File: src/rtl/intc_pkg.sv
package intc_pkg;

   typedef enum logic {
      SEL_REQ = 1'b0,
      SEL_SVC = 1'b1
   } stat_sel_t;

   typedef struct packed {
      logic mask_wr;
      logic ctl_wr;
      logic eoi_wr;
      logic mask_rd;
      logic poll_rd;
      logic stat_rd;
   } bus_dec_t;

   localparam int CW_SVC  = 0;
   localparam int CW_RSEL = 1;
   localparam int CW_POLL = 2;
   localparam int CW_SMV  = 5;
   localparam int CW_SMEN = 6;

endpackage

File: src/rtl/intc_bus_dec.sv
module intc_bus_dec
   import intc_pkg::*;
(
   input  logic       sel,
   input  logic       addr,
   input  logic       rd,
   input  logic       wr,
   input  logic [1:0] kind,
   input  logic       poll_armed,
   output bus_dec_t   dec
);
   logic even;

   always_comb begin
      even        = sel & ~addr;
      dec.mask_wr = sel & addr & wr;
      dec.mask_rd = sel & addr & rd;
      dec.ctl_wr  = even & wr & (kind == 2'b01);
      dec.eoi_wr  = even & wr & (kind == 2'b00);
      dec.poll_rd = even & rd & poll_armed;
      dec.stat_rd = even & rd & ~poll_armed;
   end
endmodule

File: src/rtl/intc_prio_enc.sv
module intc_prio_enc #(
   parameter int N = 8
) (
   input  logic [N-1:0] vec,
   output logic [N-1:0] first
);
   for (genvar i = 0; i < N; i++) begin : g_bit
      if (i == 0) begin : g_top
         assign first[i] = vec[i];
      end else begin : g_rest
         assign first[i] = vec[i] & ~(|vec[i-1:0]);
      end
   end
endmodule

File: src/rtl/intc_resolver.sv
module intc_resolver #(
   parameter int N  = 8,
   parameter int LW = $clog2(N)
) (
   input  logic [N-1:0]  irr,
   input  logic [N-1:0]  isr,
   input  logic [N-1:0]  imr,
   input  logic          smm,
   output logic [N-1:0]  win_oh,
   output logic [LW-1:0] win_idx,
   output logic          win_any,
   output logic [N-1:0]  svc_top_oh
);
   logic [N-1:0] blocked;
   logic [N-1:0] allow;
   logic [N-1:0] eligible;

   for (genvar i = 0; i < N; i++) begin : g_blk
      assign blocked[i] = |isr[i:0];
   end

   always_comb begin
      allow    = smm ? ~isr : ~blocked;
      eligible = irr & ~imr & allow;
      win_any  = |eligible;
   end

   intc_prio_enc #(.N(N)) u_win (
      .vec   (eligible),
      .first (win_oh)
   );

   intc_prio_enc #(.N(N)) u_svc (
      .vec   (isr),
      .first (svc_top_oh)
   );

   always_comb begin
      win_idx = '0;
      for (int i = 0; i < N; i++) begin
         if (win_oh[i]) win_idx = win_idx | LW'(i);
      end
   end
endmodule

File: src/rtl/prio_intc.sv
module prio_intc
   import intc_pkg::*;
#(
   parameter int             NUM_IRQ  = 8,
   parameter int             DATA_W   = 8,
   parameter logic [DATA_W-1:0] BASE_VEC = 8'h20
) (
   input  logic              clk,
   input  logic              rst_n,
   input  logic              sel,
   input  logic              addr,
   input  logic              rd,
   input  logic              wr,
   input  logic [DATA_W-1:0] wdata,
   output logic [DATA_W-1:0] rdata,
   input  logic [NUM_IRQ-1:0] irq_req,
   input  logic              ack,
   output logic [DATA_W-1:0] ack_vec,
   output logic              irq_out
);
   localparam int LVL_W  = $clog2(NUM_IRQ);
   localparam int PAD_W  = DATA_W - 1 - LVL_W;

   if (NUM_IRQ != DATA_W) begin : g_bad_width
      $error("prio_intc: NUM_IRQ must equal DATA_W");
   end
   if ((int'(BASE_VEC) % NUM_IRQ) != 0) begin : g_bad_base
      $error("prio_intc: BASE_VEC must be aligned to NUM_IRQ");
   end
   if (DATA_W < 7) begin : g_bad_data
      $error("prio_intc: control word needs at least 7 data bits");
   end

   logic [NUM_IRQ-1:0] irr_q, isr_q, imr_q;
   stat_sel_t          rdsel_q;
   logic               poll_q;
   logic               smm_q;

   bus_dec_t           dec;
   logic [NUM_IRQ-1:0] win_oh;
   logic [LVL_W-1:0]   win_idx;
   logic               win_any;
   logic [NUM_IRQ-1:0] svc_top_oh;
   logic               take;
   logic [NUM_IRQ-1:0] take_oh;
   logic [NUM_IRQ-1:0] eoi_oh;
   logic [LVL_W-1:0]   vec_lvl;

   intc_bus_dec u_dec (
      .sel        (sel),
      .addr       (addr),
      .rd         (rd),
      .wr         (wr),
      .kind       (wdata[4:3]),
      .poll_armed (poll_q),
      .dec        (dec)
   );

   intc_resolver #(.N(NUM_IRQ), .LW(LVL_W)) u_res (
      .irr        (irr_q),
      .isr        (isr_q),
      .imr        (imr_q),
      .smm        (smm_q),
      .win_oh     (win_oh),
      .win_idx    (win_idx),
      .win_any    (win_any),
      .svc_top_oh (svc_top_oh)
   );

   always_comb begin
      take    = (ack | dec.poll_rd) & win_any;
      take_oh = take ? win_oh : '0;
      eoi_oh  = dec.eoi_wr ? svc_top_oh : '0;
      vec_lvl = win_any ? win_idx : LVL_W'(NUM_IRQ - 1);
      ack_vec = BASE_VEC | DATA_W'(vec_lvl);
      irq_out = win_any;
   end

   always_ff @(posedge clk) begin
      if (!rst_n) begin
         irr_q <= '0;
         isr_q <= '0;
      end else begin
         irr_q <= irq_req & ~take_oh;
         isr_q <= (isr_q & ~eoi_oh) | take_oh;
      end
   end

   always_ff @(posedge clk) begin
      if (!rst_n) begin
         imr_q   <= '0;
         rdsel_q <= SEL_REQ;
         poll_q  <= 1'b0;
         smm_q   <= 1'b0;
      end else begin
         if (dec.mask_wr) imr_q <= wdata[NUM_IRQ-1:0];
         if (dec.ctl_wr && wdata[CW_RSEL]) rdsel_q <= stat_sel_t'(wdata[CW_SVC]);
         if (dec.ctl_wr) poll_q <= wdata[CW_POLL];
         else if (dec.poll_rd) poll_q <= 1'b0;
         if (dec.ctl_wr && wdata[CW_SMEN]) smm_q <= wdata[CW_SMV];
      end
   end

   always_comb begin
      rdata = '0;
      if (dec.mask_rd) begin
         rdata = DATA_W'(imr_q);
      end else if (dec.poll_rd) begin
         rdata = win_any ? {1'b1, {PAD_W{1'b0}}, win_idx} : '0;
      end else if (dec.stat_rd) begin
         rdata = (rdsel_q == SEL_SVC) ? DATA_W'(isr_q) : DATA_W'(irr_q);
      end
   end
endmodule

File: config.mk
export PLATFORM = sky130hd
export DESIGN_NAME = prio_intc
export DESIGN_NICKNAME = d
export VERILOG_FILES = /design/src/rtl/intc_pkg.sv /design/src/rtl/intc_bus_dec.sv /design/src/rtl/intc_prio_enc.sv /design/src/rtl/intc_resolver.sv /design/src/rtl/prio_intc.sv
export SDC_FILE = /design/constraint.sdc
export NUM_CORES = 1
export LEC_CHECK = 0
export BUFFER_PORTS_ARGS = -buffer_cell sky130_fd_sc_hd__buf_2
export CAP_MARGIN = 20
export CORE_MARGIN = 1
export CORE_UTILIZATION = 30
export CTS_CLUSTER_SIZE = 28
export DETAILED_ROUTE_END_ITERATION = 6
export HOLD_SLACK_MARGIN = 0.15
export PLACE_DENSITY = 0.58
export SETUP_SLACK_MARGIN = 0.3
export SLEW_MARGIN = 20
export SYNTH_ARGS = -nofsm -noshare
export SYNTH_HDL_FRONTEND = slang
export SYNTH_SLANG_ARGS = --single-unit
File: constraint.sdc
create_clock -name clk -period 2.02 [get_ports clk]
set_input_delay 0.202 -clock clk [delete_from_list [all_inputs] [get_ports clk]]
set_output_delay 0.202 -clock clk [all_outputs]
set_load 0.02 [all_outputs]
# Yosys cells after proc, flatten, opt, wreduce, memory -nomap -nowiden
# Cells that the tools add are included.
# totals
ff_bits,27
ramBits,0
latchBits,0
romBits,0
out_inout_bits,17
memories,0
# op_classes
bitwise,52
magnitude_cmp,0
add_sub_neg,0
n_eq_ne,1
n_div,0
n_mux,18
mul,0
reduce_logical,18
shift,0
# ops
cell,count
8-bit two-way mux,8
8-bit inverter,5
8-bit bitwise AND,4
1-bit bitwise AND,25
1-bit inverter,16
8-bit OR reduction,2
3-bit two-way mux,5
7-bit OR reduction,2
6-bit OR reduction,2
5-bit OR reduction,2
8-bit bitwise OR,1
4-bit OR reduction,2
3-bit OR reduction,2
2-bit two-way mux,2
2-bit OR reduction,2
1-bit two-way mux,3
2-bit by 1-bit equality test with 1-bit output (second input constant),1
1-bit logical AND,2
2-bit logical NOT,1
2-bit nonzero test,1
1-bit bitwise OR,1

# Longest topological paths before layout
# Gate-level depths: netlist of run 1.
# logic_depth
depth_word,16
ltp_mapped,7
depth_no_buf,5

# Cells and area by module
# A second synthesis of run 1 with hierarchy kept.
# unflattened
cells_unflattened,206
area_unflattened_um2,1717.9
# modules_own_cells
mod,area_each_um2,instances,cells_each
prio_intc,1275.0,1,143
intc_resolver,221.5,1,35
intc_prio_enc,80.1,2,10
intc_bus_dec,61.3,1,8

# Least setup slack after synthesis of run 1
# No wires, ideal clock.
# synth_timing
kind,register to output
from,reg isr_q[0]
to,out rdata[1]
path_buffers,1
stages_incl_launch_ff,7
path_slack_ns,-0.127
t_arrival_ns,1.945
required_time_ns,1.818
cell_sequence,dfxtp_1 > buf_6 > or4_4 > o21a_1 > o21ai_1 > a31oi_1 > a221o_1
# synth_between
elab_chain_len,16
word_cells_on_any_way,33
classes_between,mux: 10; bitwise: 11; reduce/logical: 12
# synth_rtl
item,line,source
"start, declared",prio_intc.sv:34,"logic [NUM_IRQ-1:0] irr_q, isr_q, imr_q;"
"start signal, assigned",prio_intc.sv:85,isr_q <= (isr_q & ~eoi_oh) | take_oh;
2-bit OR reduction,intc_resolver.sv:19,assign blocked[i] = |isr[i:0];
8-bit inverter,intc_resolver.sv:23,allow = smm ? ~isr : ~blocked;
8-bit two-way mux *,intc_resolver.sv:23,
8-bit bitwise AND *,intc_resolver.sv:24,eligible = irr & ~imr & allow;
2-bit OR reduction,intc_prio_enc.sv:11,assign first[i] = vec[i] & ~(|vec[i-1:0]);
1-bit inverter,intc_prio_enc.sv:11,
1-bit bitwise AND,intc_prio_enc.sv:11,
2-bit two-way mux (2 in series),intc_resolver.sv:41,if (win_oh[i]) win_idx = win_idx | LW'(i);
3-bit two-way mux (4 in series),intc_resolver.sv:41,
8-bit two-way mux *,prio_intc.sv:109,"rdata = win_any ? {1'b1, {PAD_W{1'b0}}, win_idx} : '0;"
8-bit two-way mux *,prio_intc.sv:108,end else if (dec.poll_rd) begin
8-bit two-way mux *,prio_intc.sv:106,if (dec.mask_rd) begin
"end, declared",prio_intc.sv:15,"output logic [DATA_W-1:0] rdata,"
# Every way passes the cells marked *; elsewhere a longest branch is shown, timed or not.

# Worst setup path in the final report of run 1
# layout_timing
from,reg isr_q[3]
to,out rdata[2]
# layout_between
elab_chain_len,14
word_cells_on_any_way,29
classes_between,mux: 8; bitwise: 11; reduce/logical: 10
# layout_rtl
item,line
4-bit OR reduction,intc_resolver.sv:19
8-bit inverter,intc_resolver.sv:23
8-bit two-way mux *,intc_resolver.sv:23
8-bit bitwise AND *,intc_resolver.sv:24
4-bit OR reduction,intc_prio_enc.sv:11
1-bit inverter,intc_prio_enc.sv:11
1-bit bitwise AND,intc_prio_enc.sv:11
3-bit two-way mux (4 in series),intc_resolver.sv:41
8-bit two-way mux *,prio_intc.sv:109
8-bit two-way mux *,prio_intc.sv:108
8-bit two-way mux *,prio_intc.sv:106
# Marked as above.

==> results.txt, run 1 <==
The number of warnings printed during yosys synthesis is 0. The clock root buffer is clkbuf_8. The final global-route overflow total is 0.

The setup clock skew after layout came out at 0.00253 ns. The tightest min-delay check is of the in -> reg type. The net count of the finished layout is 272. The number of global-route vias before repair came out at 1642. The number of design rule violations left after detail routing is 0. The number of buffers inserted during clock tree synthesis is 3.

Counting distinct cell types in the post-synthesis netlist gives 46. The worst reg2reg path startpoint is isr_q[3]. The worst ir drop on vdd is 0.000306 V. The number of storage elements in the synthesis netlist came out at 27. Traced cell by cell, the critical path runs through or4_4, a2111oi_4, o22ai_2, a21oi_2, a221o_1, buf_6. The count of input and output buffers came out at 34. The detailed router's first-iteration violation count is 73. The time the worst path needs with I/O delays and setup came out at 2.33 ns. In this run the worst path has a maximum fanout of 3. The required time reported for the critical path endpoint came out at 1.82 ns. The filler cell count in the final layout came out at 482. The run finished, with violations left.

The largest net degree at the start of global routing came out at 28. Setup repair after global routing could not meet its margin everywhere. The ratio of cells with drive above 1 in the final layout came out at 41.9%. The endpoint identified for the worst register-to-register timing path is irr_q[7].

The post-synthesis simple-gate area fraction is 27.7%. The storage element area is 551 um2. The post-placement worst setup slack is -0.0368 ns.

The number of instances in the synthesized netlist is 179. The floorplan die area came out at 0.00552 mm2. Counting flops with a built-in enable in the synthesized netlist gives 0. The number of H-tree branching levels came out at 1. The total length of routed wires is 4810 um.

The worst-case register-to-register setup slack is 0 ns. The antenna diode count came out at 0. The deepest clock path buffer count is 2. The part of the Yosys area used for sequential elements came out at 34.5%. The HPWL after detailed placement is 3460 um. The largest individual stage delay along the critical path comes from the cell or4_4. In the layout the commonest cells are buf_2, buf_4, dfxtp_1. The total power per unit cell area came out at 576 mW/mm2. The core outline area is 0.00488 mm2. The mean instance size in the synthesized netlist came out at 8.76 um2. The initial antenna violation count came out at 0. In this run the worst setup path begins at isr_q[3]. The synthesized netlist devotes 20.8% of its cell area to compound gates.

The combined area of the multi-input logic cells is 0.00107 mm2. By area, the combinational part of the netlist is dominated by simple AND/OR/NAND/NOR gates. Counting flops with an async set or reset pin after synthesis yields a share of 0%.

Leaving out fill and tap cells, the most frequent cell in the layout is buf_2. The total via count in the routed design came out at 1598. The number of core rows came out at 25. The routability congestion estimate from global placement is 0.859. The die extent in x is 74.3 um. The setup path with the least slack is of type reg -> out. After the flow finishes, the layout carries non-filler instances totaling 315. Headroom to the max-slew limit came out at 63.5%. The global-route wire length before repair is 7870 um.

The xor and xnor fraction of the mapped netlist area is 0%. The arrival time of the worst setup path is 2.13 ns. The post-detailed-route wirelength per cell came out at 15.3 um.

Along the worst hold path, the cell count comes to 3. The cell count of the worst reg-to-reg path is 7. The cell area after synthesis is 0.00157 mm2. The top-level I/O count came out at 40. The number of placed instances with taps included is 296. In the synthesized netlist the dominant register cell turns out to be dfxtp_1. The endpoint of the worst setup timing path is rdata[2].

The CTS sink count is 27. The detail route stage leaves a number of antenna-violating nets equal to 0. STA classifies the critical path endpoint as an output pin. At the later pin of the worst-skew pair, clock insertion delay measures 0.28 ns. The portion of netlist area occupied by mux cells is 10.9%. The post-synthesis share of cell area spent on full adders, half adders and majority gates is 0%. In the post-route analysis, the smallest setup slack over all paths is -0.312 ns. The initial standard-cell utilization of the core is 32.1%. Using the TritonRoute via totals, the vias-per-cell ratio works out to 5.07. Global routing consumed, over all layers together, 18.9% of the routing resources. For this design the static power due to leakage is 1.02 nW. The clock transition at the registers of the reported paths is 0.10 ns. The die height is 74.3 um. The count of endpoints failing hold in the final timing report is 0. The stage delay of the slowest cell on the critical path is 0.56 ns. The tool flagged a number of max-cap violations equal to 0. The worst setup path is launched from a flop. The checks that failed: negative setup slack.

The fraction of the cycle the final worst path needs is 115%. The area growth from synthesis to final layout came out at 49.0%. The detailed-router iteration count before antenna repair is 4. The transition at the pin with the smallest max-transition slack came out at 0.546 ns. The fmax came out at 429 MHz. The clock tree from TritonCTS is built.

The final-report max-slew violation count came out at 0. The final count of negative-setup-slack endpoints is 6.
## layout make-up
cell class	instances	area share (%)
clock buffers	3	1.77
inverters	1	0.161
well taps	67	3.59
clock inverters	1	0.214
multi-input cells	141	45.6
repair buffers	75	25.1
flip-flops and latches	27	23.6
## through the flow
stage	area, um2	TNS [ns]	utilization [%]	hold slack [ns]	total power [mW]
finish	2340	-1.57	47.9	0.178	1.35
global route	2340	-2.31	47.9	0.191	1.42
CTS	2280	-1.62	46.8	0.156	1.33
detailed placement	1980	-0.0730	40.6	0.429	0.918
global placement	1980	-0.0142	40.6	0.427	0.916
floorplan	1620	-0.0192	-	0.348	0.797
## registers in the layout, indices dropped and copies added, names as in the netlist
signal   cells
imr_q        8
irr_q        8
isr_q        8
poll_q       1
rdsel_q      1
smm_q        1
## worst min path at each step
stage	from	to	slack, ns
after floorplan	irq_req[0]	irr_q[0]	0.35
after global placement	irq_req[0]	irr_q[0]	0.43
after detailed placement	irq_req[4]	irr_q[4]	0.43
after CTS	irq_req[5]	irr_q[5]	0.16
after global routing	wdata[1]	imr_q[1]	0.19
final	wdata[7]	imr_q[7]	0.18
## layer usage
layer	vias to the layer above	routed length [um]	track usage, %
met5	-	0	0
met2	53	2190	29.8
met3	6	344	3.66
met1	756	2220	25.9
met4	0	59	6.29
li1	783	-	-
## worst max-delay path, delay by kind of cell, from the launching register on
family	cells	cell delay, ns
AND/OR/NAND/NOR	1	0.56
flip-flops	1	0.33
AO/OA/AOI/OAI	4	0.84
buffers and inverters	1	0.13
## logic make-up after synthesis
logic type,count (synthesis)
AOI/OAI and AO/OA,43
buffers and inverters,14
DFF,27
muxes,17
other,2
and+or+nand+nor,76
## cells in the mapped netlist, types with 2 or more instances
master / number / share of area, %
mux2i_1: 17 / 11
o211ai_1: 2 / 0.96
and3_1: 10 / 4.0
nor2b_1: 12 / 4.8
a31oi_1: 3 / 1.2
o21ai_0: 8 / 2.6
buf_6: 2 / 1.4
buf_2: 2 / 0.64
buf_4: 5 / 2.4
dfxtp_1: 27 / 34
a21boi_0: 8 / 3.8
nand2b_1: 3 / 1.2
conb_1: 2 / 0.48
or3_1: 2 / 0.80
nor2_1: 12 / 2.9
a221o_1: 3 / 1.9
o31ai_1: 4 / 1.9
a21oi_1: 4 / 1.3
nor3b_1: 6 / 2.9
nand3_1: 5 / 1.6
nand2_1: 15 / 3.6
clkbuf_1: 3 / 0.72
## power breakdown
| group | total [mW] | internal (mW) | leakage (nW) | switching [mW] |
|---|---|---|---|---|
| combinational | 0.448 | 0.238 | 0.771 | 0.210 |
| sequential | 0.575 | 0.555 | 0.224 | 0.0199 |
| clock | 0.323 | 0.139 | 0.0255 | 0.184 |
| total | 1.35 | 0.931 | 1.02 | 0.414 |
## what timing repair did
action	in CTS	in global routing
gates resized for setup	40	10
endpoints found under the setup margin	14	16
pin swaps	17	12
hold buffers	7	1
endpoints found under the hold margin	7	1
buffers inserted	6	1
(Power assumes the default switching activity.)
==> inputs of run 2 (changes only) <==
==> constraint.sdc (replaced) <==
create_clock -name clk -period 2.1 [get_ports clk]
set_input_delay 0.21 -clock clk [delete_from_list [all_inputs] [get_ports clk]]
set_output_delay 0.21 -clock clk [all_outputs]
set_load 0.02 [all_outputs]
==> results.txt, run 2 (same netlist as run 1, synthesis figures left out) <==
The top-level I/O count is 40 (unchanged). The worst setup path startpoint is isr_q[3] (unchanged). Cells traversed along the worst timing path: or4_4, o21a_1, o21ai_2, a31oi_4, a221o_1, buf_6 (was or4_4, a2111oi_4, o22ai_2, a21oi_2, a221o_1, buf_6). The logic depth of the worst setup path including buffers came out at 6 (unchanged). The time the worst path needs with I/O delays and setup came out at 2.38 ns.

The deepest clock path buffer count came out at 2 (unchanged). The final-report max-slew violation count is 0 (unchanged). The arrival time of the worst setup path came to 2.17 ns (was 2.13 ns). The number of buffers inserted during clock tree synthesis is 3 (unchanged).

The die extent in x is 74.3 um (unchanged). The number of design rule violations left after detail routing is 0 (unchanged). The number of core rows came out at 25 (unchanged).

The detailed router's first-iteration violation count came out at 78 (was 73). The post-detailed-route wirelength per cell came out at 15.9 um (was 15.3 um). The combined global-route utilization of all metal layers came out at 19.3% (was 18.9%). The cell class contributing the biggest share of worst-path delay is compound AO/OA/AOI/OAI gates (unchanged). The half-perimeter wire length of the detailed placement result came out at 3320 um (was 3460 um).

The antenna diode count came to 0 (unchanged). The post-detailed-route via-to-cell ratio came to 5.18 (was 5.07). The count of max-cap constraint violations is 0 (unchanged). The count of endpoints failing hold in the final timing report is 0 (unchanged). The transition at the pin with the smallest max-transition slack is 0.518 ns (was 0.546 ns).

The most frequent standard cell in the layout excluding fill and tap cells is buf_2 (unchanged). The setup clock skew after layout is 0.00907 ns (was 0.00253 ns). The final global-route overflow total came out at 0 (unchanged). The floorplan die area was 0.00552 mm2 (unchanged). The kind of launch point of the worst setup path is a flop (unchanged). Largest registers: imr_q: 8 flops, irr_q: 8 flops, isr_q: 8 flops (unchanged). The die height is 74.3 um (unchanged).

The filler-free cell count of the finished design came out at 307 (was 315). Failing checks: negative setup slack (unchanged). The number of H-tree branching levels was 1 (unchanged). The type of the most critical hold path is in -> reg (unchanged). The clock transition at the registers of the reported paths came to 0.10 ns (about the same).

The initial antenna violation count is 0 (unchanged). The static leakage power is 0.974 nW (was 1.02 nW). The total via count in the routed design is 1591 (was 1598). The stage delay of the slowest cell on the critical path came out at 0.57 ns (was 0.56 ns).

The fmax came out at 421 MHz. The total power per unit cell area was 558 mW/mm2 (was 576 mW/mm2). The worst-case register-to-register setup slack came out at 0.13 ns (was 0 ns). The peak fanout along the critical path came to 3 (unchanged). The worst setup slack after layout was -0.275 ns (was -0.312 ns). The worst reg2reg path startpoint is isr_q[3] (unchanged). The final count of negative-setup-slack endpoints came out at 4 (was 6). The core outline area is 0.00488 mm2 (unchanged). The end of the worst register-to-register path is irr_q[6] (was irr_q[7]). The final cell utilization of the core is 46.9% (was 47.9%).

The required time reported for the critical path endpoint was 1.89 ns (was 1.82 ns). The cell count of the worst reg-to-reg path came out at 6 (was 7). Top library cells by usage in the layout, fill and taps aside: buf_2, buf_4, dfxtp_1 (unchanged). The number of global-route vias before repair came out at 1568 (was 1642). The total buffers and inverters traversed by the critical path is 1 (unchanged). The clock root buffer is clkbuf_8 (unchanged). The routability congestion estimate from global placement is 0.857 (was 0.859). The ratio of cells with drive above 1 in the final layout is 41.7% (was 41.9%).

The filler cell count in the final layout came out at 484 (was 482). The worst hold slack across all endpoints is 0.170 ns (was 0.178 ns). The detailed-router iteration count before antenna repair is 4 (unchanged). The net total in the final layout is 264 (was 272). The global-route wire length before repair is 7960 um (was 7870 um). The largest net degree at the start of global routing is 28 (unchanged). The clock tree from TritonCTS is built (unchanged). The number of placed instances with taps included is 287 (was 296). The element type at the critical path end was an output pin (unchanged). The count of input and output buffers came to 34 (unchanged). The initial standard-cell utilization of the core is 32.1% (unchanged). The CTS sink count is 27 (unchanged).

The worst slew margin relative to its limit is 65.4% (was 63.5%). The worst ir drop on vdd is 0.000411 V (was 0.000306 V). The combined area of the multi-input logic cells is 0.00110 mm2 (was 0.00107 mm2).

The endpoint of the worst setup timing path is rdata[1] (was rdata[2]). Result of the run: finished with violations (unchanged). The latest clock arrival within the worst-skew pair is 0.29 ns (was 0.28 ns). The worst path uses 113% of the clock period.

The total length of routed wires was 4890 um (was 4810 um). The critical setup path kind is reg -> out (unchanged). RSZ-0062 raised after global routing: yes (unchanged). The area growth from synthesis to final layout is 46.0% (was 49.0%). The number of antenna-violating nets in the routed design is 0 (unchanged).

The storage element area came to 554 um2 (was 551 um2). The slowest library cell on the worst path is or4_4 (unchanged).
[run 2: how the worst min path moves through the flow]
| stage | start | endpoint | slack (ns) | depth (start not counted) |
|---|---|---|---|---|
| CTS | wdata[7] | imr_q[7] | 0.17 | 3 |
| finish | wdata[7] | imr_q[7] | 0.17 | 3 |
| floorplan | irq_req[0] | irr_q[0] | 0.36 | 1 |
| global route | wdata[1] | imr_q[1] | 0.19 | 3 |
| detailed placement | irq_req[2] | irr_q[2] | 0.44 | 2 |
| global placement | irq_req[1] | irr_q[1] | 0.43 | 2 |
[run 2: tightest hold or removal path, cell delays in order]
cell and delay [ns]:
buf_2 0.08, mux2i_1 0.05, nor2b_1 0.09
[run 2: per-layer routing]
metal | track usage, % | vias to the layer above | wire (um)
li1 | - | 765 | -
met1 | 27.3 | 768 | 2360
met2 | 30.1 | 51 | 2210
met3 | 3.79 | 7 | 256
met4 | 4.61 | 0 | 57
met5 | 0 | - | 0
[run 2: timing repair]
action,4_1_cts,5_1_grt
buffers inserted,7,1
hold buffers,8,0
setup endpoints to repair,13,15
endpoints found under the hold margin,8,0
pin swaps,17,10
gates resized for setup,35,18
[run 2: per-stage QoR]
stage	power (mW)	area, um2	setup TNS [ns]	setup WS [ns]
after floorplan	0.765	1610	0	0.0528
after global placement	0.856	1910	0	0.0414
after detailed placement	0.858	1910	0	0.00840
after CTS	1.25	2210	-0.786	-0.226
after global routing	1.34	2290	-1.32	-0.342
final	1.28	2290	-0.979	-0.275
[run 2: final cells by class]
| class | count | area share, % |
|---|---|---|
| Multi-Input combinational cell | 141 | 48.0 |
| Sequential cell | 27 | 24.2 |
| Timing Repair Buffer | 67 | 21.8 |
| Tap cell | 67 | 3.66 |
| Clock buffer | 3 | 1.80 |
| Clock inverter | 1 | 0.328 |
| Inverter | 1 | 0.164 |
[run 2: power breakdown]
part | internal (mW) | switching [mW] | total (mW)
clock network | 0.135 | 0.181 | 0.316
registers | 0.532 | 0.0201 | 0.553
logic | 0.203 | 0.206 | 0.409
==> inputs of run 3 (changes only) <==
--- a/config.mk
+++ b/config.mk
@@ -12,7 +12,7 @@
 export CTS_CLUSTER_SIZE = 28
 export DETAILED_ROUTE_END_ITERATION = 6
 export HOLD_SLACK_MARGIN = 0.15
-export PLACE_DENSITY = 0.58
+export PLACE_DENSITY = 0.56
 export SETUP_SLACK_MARGIN = 0.3
 export SLEW_MARGIN = 20
 export SYNTH_ARGS = -nofsm -noshare
==> constraint.sdc (replaced) <==
create_clock -name clk -period 2.4 [get_ports clk]
set_input_delay 0.24 -clock clk [delete_from_list [all_inputs] [get_ports clk]]
set_output_delay 0.24 -clock clk [all_outputs]
set_load 0.02 [all_outputs]
==> results.txt, run 3 (same netlist as run 1, synthesis figures left out) <==
Result of the run: finished with violations (unchanged). Failing checks: negative setup slack (unchanged). The final count of negative-setup-slack endpoints came out at 1 (was 4).

The count of max-cap constraint violations came to 0 (unchanged). The worst setup path startpoint is isr_q[0] (was isr_q[3]). The kind of launch point of the worst setup path is a flop (unchanged). Largest registers: imr_q: 8 flops, irr_q: 8 flops, isr_q: 8 flops (unchanged). The global routing usage on met2 is 28.3% (was 30.1%). The setup clock skew after layout is 0.00260 ns (was 0.00907 ns). The worst ir drop on vdd is 0.000244 V (was 0.000411 V). The fraction of the cycle the final worst path needs is 100%. The latest clock arrival within the worst-skew pair is 0.28 ns (was 0.29 ns). The area growth from synthesis to final layout came out at 33.0% (was 46.0%). The count of endpoints failing hold in the final timing report came to 0 (unchanged). The deepest clock path buffer count came out at 2 (unchanged). The worst reg2reg path startpoint is isr_q[0] (was isr_q[3]).

The worst slew margin relative to its limit was 51.3% (was 65.4%). The filler-free cell count of the finished design is 294 (was 307). The initial standard-cell utilization of the core came to 32.1% (unchanged). The number of placed instances with taps included came out at 277 (was 287). The clock transition at the registers of the reported paths came to 0.10 ns (about the same). The global-route wire length before repair is 7050 um (was 7960 um). The floorplan die area came out at 0.00552 mm2 (unchanged).

The number of buffers inserted during clock tree synthesis came out at 3 (unchanged). The antenna diode count was 0 (unchanged). The end of the worst register-to-register path is irr_q[6] (unchanged). The arrival time of the worst setup path is 2.17 ns (about the same). The half-perimeter wire length of the detailed placement result is 3110 um (was 3320 um).

The die extent in x came out at 74.3 um (unchanged). The filler cell count in the final layout is 513 (was 484). The count of input and output buffers was 34 (unchanged). The total length of routed wires is 4400 um (was 4890 um). The combined area of the multi-input logic cells came out at 0.00104 mm2 (was 0.00110 mm2).

The placed cell area is 0.00182 mm2 (was 0.00191 mm2). The clock root buffer is clkbuf_8 (unchanged). The most frequent standard cell in the layout excluding fill and tap cells is buf_2 (unchanged). The critical setup path kind is reg -> out (unchanged). The top-level I/O count is 40 (unchanged).

The met3 usage came to 3.79% (unchanged). The clock tree from TritonCTS is built (unchanged). The most used routing layer in global routing is met2 (unchanged).

The ratio of cells with drive above 1 in the final layout came out at 35.7% (was 41.7%). The worst hold slack across all endpoints is 0.172 ns (was 0.170 ns). The detailed router's first-iteration violation count is 74 (was 78). The core outline area is 0.00488 mm2 (unchanged). The instance count along the most critical hold path was 2 (was 3). The number of core rows came out at 25 (unchanged). The met1 global-route usage is 22.9% (was 27.3%).

The number of antenna-violating nets in the routed design was 0 (unchanged). RSZ-0062 raised after global routing: yes (unchanged). The die height is 74.3 um (unchanged). The peak fanout along the critical path is 3 (unchanged). The required time reported for the critical path endpoint is 2.16 ns (was 1.89 ns). The worst-case register-to-register setup slack came out at 0.44 ns (was 0.13 ns). The storage element area is 549 um2 (was 554 um2). The largest net degree at the start of global routing came out at 28 (unchanged).

The combined global-route utilization of all metal layers came out at 17.1% (was 19.3%). The cell count of the worst reg-to-reg path is 6 (unchanged). The static leakage power was 0.900 nW (was 0.974 nW). The total via count in the routed design came out at 1485 (was 1591). The total power consumption of the routed design was 1.07 mW (was 1.28 mW).

The number of design rule violations left after detail routing came out at 0 (unchanged). The worst setup slack after layout came out at -0.00510 ns (was -0.275 ns). The routability congestion estimate from global placement is 0.799 (was 0.857). The final global-route overflow total came out at 0 (unchanged). The post-route cell area came to 0.00209 mm2 (was 0.00229 mm2).

The element type at the critical path end is an output pin (unchanged). The transition at the pin with the smallest max-transition slack is 0.720 ns (was 0.518 ns). The endpoint of the worst setup timing path was rdata[1] (unchanged). The CTS sink count came out at 27 (unchanged). Top library cells by usage in the layout, fill and taps aside: buf_2, dfxtp_1, buf_4 (was buf_2, buf_4, dfxtp_1). The final-report max-slew violation count is 0 (unchanged). Subtracting the final worst setup slack from the clock period gives 2.41 ns.

The initial antenna violation count came to 0 (unchanged). The number of global-route vias before repair came out at 1411 (was 1568). The fmax is 416 MHz.

The type of the most critical hold path is in -> reg (unchanged). The post-detailed-route via-to-cell ratio is 5.05 (was 5.18). The detailed-router iteration count before antenna repair is 4 (unchanged).

The total power per unit cell area was 515 mW/mm2 (was 558 mW/mm2). The post-placement worst setup slack came to 0.145 ns (was 0.00840 ns). The number of H-tree branching levels was 1 (unchanged). The post-detailed-route wirelength per cell came to 15.0 um (was 15.9 um). The net total in the final layout came to 251 (was 264).

The hold buffer count at CTS is 0 (was 8).
## run 3: where the power goes
part	total, mW	internal (mW)	switching [mW]
sequential	0.483	0.466	0.0175
clock	0.274	0.118	0.156
combinational	0.317	0.156	0.160
total	1.07	0.740	0.333
## run 3: layout make-up
cell class	count	area share (%)
multi-input combinational	141	49.9
sequential	27	26.3
timing repair buffer	54	17.3
tap	67	4.02
clock buffer	3	1.98
clock inverter	1	0.360
inverter	1	0.180
## run 3: how the worst min path moves through the flow
stage                    start  slack (ns)  endpoint
CTS                 irq_req[0]        0.16  irr_q[0]
global route        irq_req[7]        0.17  irr_q[7]
finish              irq_req[4]        0.17  irr_q[4]
floorplan           irq_req[0]        0.39  irr_q[0]
global placement    irq_req[4]        0.46  irr_q[4]
detailed placement  irq_req[4]        0.47  irr_q[4]
## run 3: worst max-delay path: stages, from the launching register on
cell	delay (ns)
dfxtp_4	0.36
or4_4	0.54
o21a_1	0.23
o21ai_2	0.18
a31oi_4	0.11
a221o_1	0.32
buf_6	0.14
## run 3: stage by stage
stage	utilization [%]	TNS, ns
after global routing	42.7	-0.192
after global placement	37.4	0
after detailed placement	37.4	0
final	42.7	-0.00510
after floorplan	-	0
after CTS	41.9	-0.0205
## run 3: routing by layer
| metal | vias up | wire (um) | part of all wire (%) |
|---|---|---|---|
| met1 | 701 | 2070 | 47 |
| met3 | 4 | 210 | 4.8 |
| li1 | 741 | - | - |
| met5 | - | 0 | 0 |
| met4 | 0 | 29 | 0.66 |
| met2 | 39 | 2100 | 48 |
## run 3: repair_timing
action / 4_1_cts / 5_1_grt
buffers inserted: 10 / 3
pin swaps: 10 / 10
endpoints found under the setup margin: 7 / 8
gates resized for setup: 29 / 3
